**config.mk**
```make
export PLATFORM = sky130hd
export DESIGN_NAME = updown_preset_counter
export DESIGN_NICKNAME = d
export VERILOG_FILES = /design/src/rtl/cnt_pkg.sv /design/src/rtl/cnt_op_decode.sv /design/src/rtl/cnt_step.sv /design/src/rtl/cnt_limit_detect.sv /design/src/rtl/updown_preset_counter.sv
export SDC_FILE = /design/constraint.sdc
export NUM_CORES = 1
export LEC_CHECK = 0
export CAP_MARGIN = 15
export CORE_UTILIZATION = 44
export DETAILED_ROUTE_END_ITERATION = 16
export PLACE_DENSITY = 0.75
export SETUP_SLACK_MARGIN = 0.5
export SLEW_MARGIN = 20
export SYNTH_ARGS = -nofsm -noshare
export SYNTH_HDL_FRONTEND = slang
export SYNTH_SLANG_ARGS = --single-unit
export TNS_END_PERCENT = 1
```
**constraint.sdc**
```tcl
create_clock -name clk -period 3.3 [get_ports clk]
set_clock_uncertainty 0.15 [all_clocks]
set_input_delay 0.66 -clock clk [delete_from_list [all_inputs] [get_ports clk]]
set_output_delay 0.66 -clock clk [all_outputs]
set_load 0.01 [all_outputs]
```
**src/rtl/cnt_pkg.sv**
```systemverilog
package cnt_pkg;
    typedef enum logic [2:0] {
        OP_HOLD  = 3'd0,
        OP_INC   = 3'd1,
        OP_DEC   = 3'd2,
        OP_PRESET = 3'd3,
        OP_ZERO  = 3'd4
    } cnt_op_e;
endpackage

```
**src/rtl/cnt_op_decode.sv**
```systemverilog
module cnt_op_decode
    import cnt_pkg::*;
(
    input  logic    clr_n,
    input  logic    ld_en,
    input  logic    cnt_en,
    input  logic    up_dn,
    output cnt_op_e op
);
    // Fixed priority: clear, then preset, then step, else hold.
    always_comb begin
        if (!clr_n)      op = OP_ZERO;
        else if (ld_en)  op = OP_PRESET;
        else if (cnt_en) op = up_dn ? OP_INC : OP_DEC;
        else             op = OP_HOLD;
    end
endmodule

```
**src/rtl/cnt_step.sv**
```systemverilog
module cnt_step
    import cnt_pkg::*;
#(
    parameter int WIDTH = 8
) (
    input  cnt_op_e          op,
    input  logic [WIDTH-1:0] cur,
    input  logic [WIDTH-1:0] preset,
    output logic [WIDTH-1:0] nxt
);
    localparam logic [WIDTH-1:0] ONE = WIDTH'(1);

    always_comb begin
        unique case (op)
            OP_ZERO:   nxt = '0;
            OP_PRESET: nxt = preset;
            OP_INC:    nxt = cur + ONE;   // modular wrap at all ones
            OP_DEC:    nxt = cur - ONE;   // modular wrap at zero
            default:   nxt = cur;
        endcase
    end
endmodule

```
**src/rtl/cnt_limit_detect.sv**
```systemverilog
module cnt_limit_detect #(
    parameter int WIDTH = 8
) (
    input  logic [WIDTH-1:0] cur,
    input  logic             up_dn,
    output logic             hit
);
    logic all_ones;
    logic all_zero;

    assign all_ones = &cur;
    assign all_zero = ~|cur;
    assign hit      = up_dn ? all_ones : all_zero;
endmodule

```
**src/rtl/updown_preset_counter.sv**
```systemverilog
module updown_preset_counter
    import cnt_pkg::*;
#(
    parameter int WIDTH = 8
) (
    input  logic             clk,
    input  logic             clr_n,
    input  logic             ld_en,
    input  logic             cnt_en,
    input  logic             up_dn,
    input  logic [WIDTH-1:0] load_val,
    output logic [WIDTH-1:0] count,
    output logic             at_limit
);
    typedef struct packed {
        logic [WIDTH-1:0] value;
    } state_t;

    state_t           state_d;
    state_t           state_q;
    cnt_op_e          op;
    logic [WIDTH-1:0] step_nxt;

    cnt_op_decode u_decode (
        .clr_n  (clr_n),
        .ld_en  (ld_en),
        .cnt_en (cnt_en),
        .up_dn  (up_dn),
        .op     (op)
    );

    cnt_step #(.WIDTH(WIDTH)) u_step (
        .op     (op),
        .cur    (state_q.value),
        .preset (load_val),
        .nxt    (step_nxt)
    );

    cnt_limit_detect #(.WIDTH(WIDTH)) u_limit (
        .cur   (state_q.value),
        .up_dn (up_dn),
        .hit   (at_limit)
    );

    always_comb begin
        state_d       = state_q;
        state_d.value = step_nxt;
    end

    always_ff @(posedge clk) begin
        state_q <= state_d;
    end

    assign count = state_q.value;
endmodule

```
==> metrics.cfg <==
[timing]
finalSetupViolations=0
rsz0062_at_grt=no
fin_crit_ns=2.76
period_share_pct=83.5
setup-tns-final_ns=0
whs_ns=0.568
worst_pin_slew_ns=0.334
hold_viol_final=0
slew_headroom_pct=77.7
maxSlewViolCount=0
max_clock_freq_mhz=363

[route]
dr_wl_met2_um=954
dr.pass1.iters=4
avgRoutedWirePerCell_um=16.5
m1WireLength_um=753
via_count=662
antenna_left=0
vias_per_cell=6.02
drc=0
drt_iter0_markers=11
top_layer_used=met4
drt-total-wl_um=1820
wl_met3_um=85

[yosys]
synth-simple-area-share_pct=21.4
ys_warn_count=0
synth-seq-cells=8
syn_area_um2=667
syn_nets=90
synthXorXnorAreaFrac_pct=6.57
avgSynthCellArea_um2=9.53
synth_mux_area_share_pct=0
synth.distinct_cells=27
synthAdderAreaFrac_pct=14.3
yosysSeqAreaShare_pct=36.0
synth_compound_area_share_pct=19.5
synth_top_family_by_area=simple AND/OR/NAND/NOR gates
syn_inst=70

[global_route]
grt_start_max_net_pins=9
grt_pass1_wl_um=2450
grt_antenna_before_repair=0
grt.overflow.total=0
grt_pass1_vias=565
track_usage_pct=23.4

[critical_path]
cp-startpoint=ld_en
start_kind=input port
r2r-end=count[6]
cp_data_arrival_time_ns=2.62
worstSetupPathType=in2reg
rr_worst_depth=6
cp_max_fo=5
r2r-start=count[2]
cp-end-kind=register
critPathRequiredTime_ns=3.17
critPathCapture=count[7]
reg2reg_slack_ns=1.29

[power]
clkPwrFrac_pct=26.2
p_seq_share_pct=43.1
powerDensity_mw_per_mm2=313
vdd_ir_drop_max_mv=0.242
p_sw_w=0.0000941
comb_power_share_pct=30.7
p_leak_nw=0.394
intPower_w=0.000219
switching_share_pct=30.1

[die]
core_mm2=0.00135
start_util_pct=49.4
fp.dieH_um=40.9
design.portCount=22
die-area_mm2=0.00168
rows=13
die_w_um=40.9

[worst_hold_path]
hp-class=reg2reg

[finish]
drive_above_1_share_pct=16.8
finalNetCount=117
multi_input_area_um2=475
fillers=103
area_delta_synth_final_pct=50.1
mostFrequentLayoutCell=clkdlybuf4s50_1
seqCellArea_um2=240
diodes=0
largest_register_ffs=8
final_cell_mix=clkdlybuf4s50_1 (18), nand2_1 (9), edfxtp_1 (8)

[placed_design]
io_buffers=21
dp_hpwl_um=1210
gp_congestion=0.850

[cts]
cts_setup_buffers=0
numClockSinks=8
cts_buffers=3
clkLatencyLatePin_ns=0.26
cts_tree=yes
cts_root_buf=clkbuf_4
clk_pin_slew_ns=0.06
htree_levels=1
cts_max_path_buffers=2

[run]
maxCapViolCount=0

[outcome]
status=complete, no violations

-- cell usage after synthesis --
| cell type | instances | area (um2) |
|---|---|---|
| o31ai_1 | 1 | 7.51 |
| a211oi_1 | 1 | 7.51 |
| o31ai_2 | 1 | 12.5 |
| nor4_1 | 1 | 6.26 |
| inv_1 | 3 | 11.3 |
| a21oi_1 | 3 | 15.0 |
| and2_1 | 1 | 6.26 |
| nor2b_4 | 1 | 13.8 |
| fa_1 | 1 | 20.0 |
| and3b_1 | 1 | 8.76 |
| xnor2_1 | 3 | 26.3 |
| edfxtp_1 | 8 | 240 |
| o31a_1 | 1 | 8.76 |
| or3b_2 | 1 | 8.76 |
| nor2_1 | 3 | 11.3 |
| nand3_1 | 4 | 20.0 |
| xor2_1 | 2 | 17.5 |
| o21a_1 | 3 | 22.5 |
| o21ai_0 | 7 | 35.0 |
| nand2_1 | 9 | 33.8 |
| a31oi_1 | 1 | 6.26 |
| nor3_1 | 2 | 10.0 |
| nand4_1 | 2 | 12.5 |
| clkbuf_1 | 1 | 3.75 |
| ha_1 | 6 | 75.1 |
| nand3b_2 | 1 | 11.3 |
| a21o_1 | 2 | 15.0 |
-- per-layer routing --
| layer | global-route usage (%) | vias to the layer above |
|---|---|---|
| li1 | - | 316 |
| met2 | 38.3 | 31 |
| met1 | 28.5 | 311 |
| met5 | 0 | - |
| met4 | 15.0 | 0 |
| met3 | 3.26 | 4 |
-- critical path, stage by stage --
cell and delay [ns]:
clkdlybuf4s50_1 0.51, nand3b_4 0.16, nor2_4 0.06, buf_6 0.14
ha_2 0.38, nand4_1 0.11, a21oi_1 0.15, and3b_1 0.20
xnor2_1 0.15, o21ai_0 0.09
-- power by group through the flow --
| stage | Combinational, W | Sequential [W] | Clock (W) |
|---|---|---|---|
| 6_report | 0.0000960 | 0.000135 | 0.0000820 |
| 3_3_place_gp | 0.0000840 | 0.000135 | 0 |
| 4_1_cts | 0.0000868 | 0.000133 | 0.0000823 |
| 2_1_floorplan | 0.0000398 | 0.000137 | 0 |
| 5_1_grt | 0.000105 | 0.000136 | 0.0000861 |
| 3_5_place_dp | 0.0000867 | 0.000135 | 0 |
-- kinds of logic after synthesis --
kind of cell    after synthesis
xor+xnor                      5
compound gates               20
fa+ha+maj                     7
simple gates                 26
flops                         8
buf+inv                       4
-- per-stage QoR --
stage	power, W	worst slack [ns]	instances	util, %	area [um2]
2_1_floorplan	0.000177	0.579	70	-	669
3_3_place_gp	0.000219	0.298	107	67.4	910
3_5_place_dp	0.000222	0.218	107	67.4	910
4_1_cts	0.000302	0.499	110	69.0	931
5_1_grt	0.000327	0.428	110	74.1	1000
6_report	0.000313	0.543	110	74.1	1000
-- final cells by class --
cell class | instances | share of cell area, %
Tap cell | 15 | 1.88
Inverter | 3 | 1.13
Sequential cell | 8 | 24.0
Multi-Input combinational cell | 58 | 47.5
Clock buffer | 3 | 2.25
Timing Repair Buffer | 23 | 23.2
-- how the worst min path moves through the flow --
stage,from,slack (ns),end,cells past startpoint
global route,count[0],0.61,count[0],1
detailed placement,count[0],0.56,count[0],1
global placement,count[0],0.56,count[0],1
floorplan,count[0],0.57,count[0],1
CTS,count[0],0.56,count[0],1
finish,count[0],0.57,count[0],1
-- what timing repair did --
action / CTS / global route
pin swaps: 0 / 2
gates resized for setup: 1 / 11
endpoints found under the setup margin: 2 / 3
hold buffers: 0 / 0
Power figures use the tool's default switching activity.
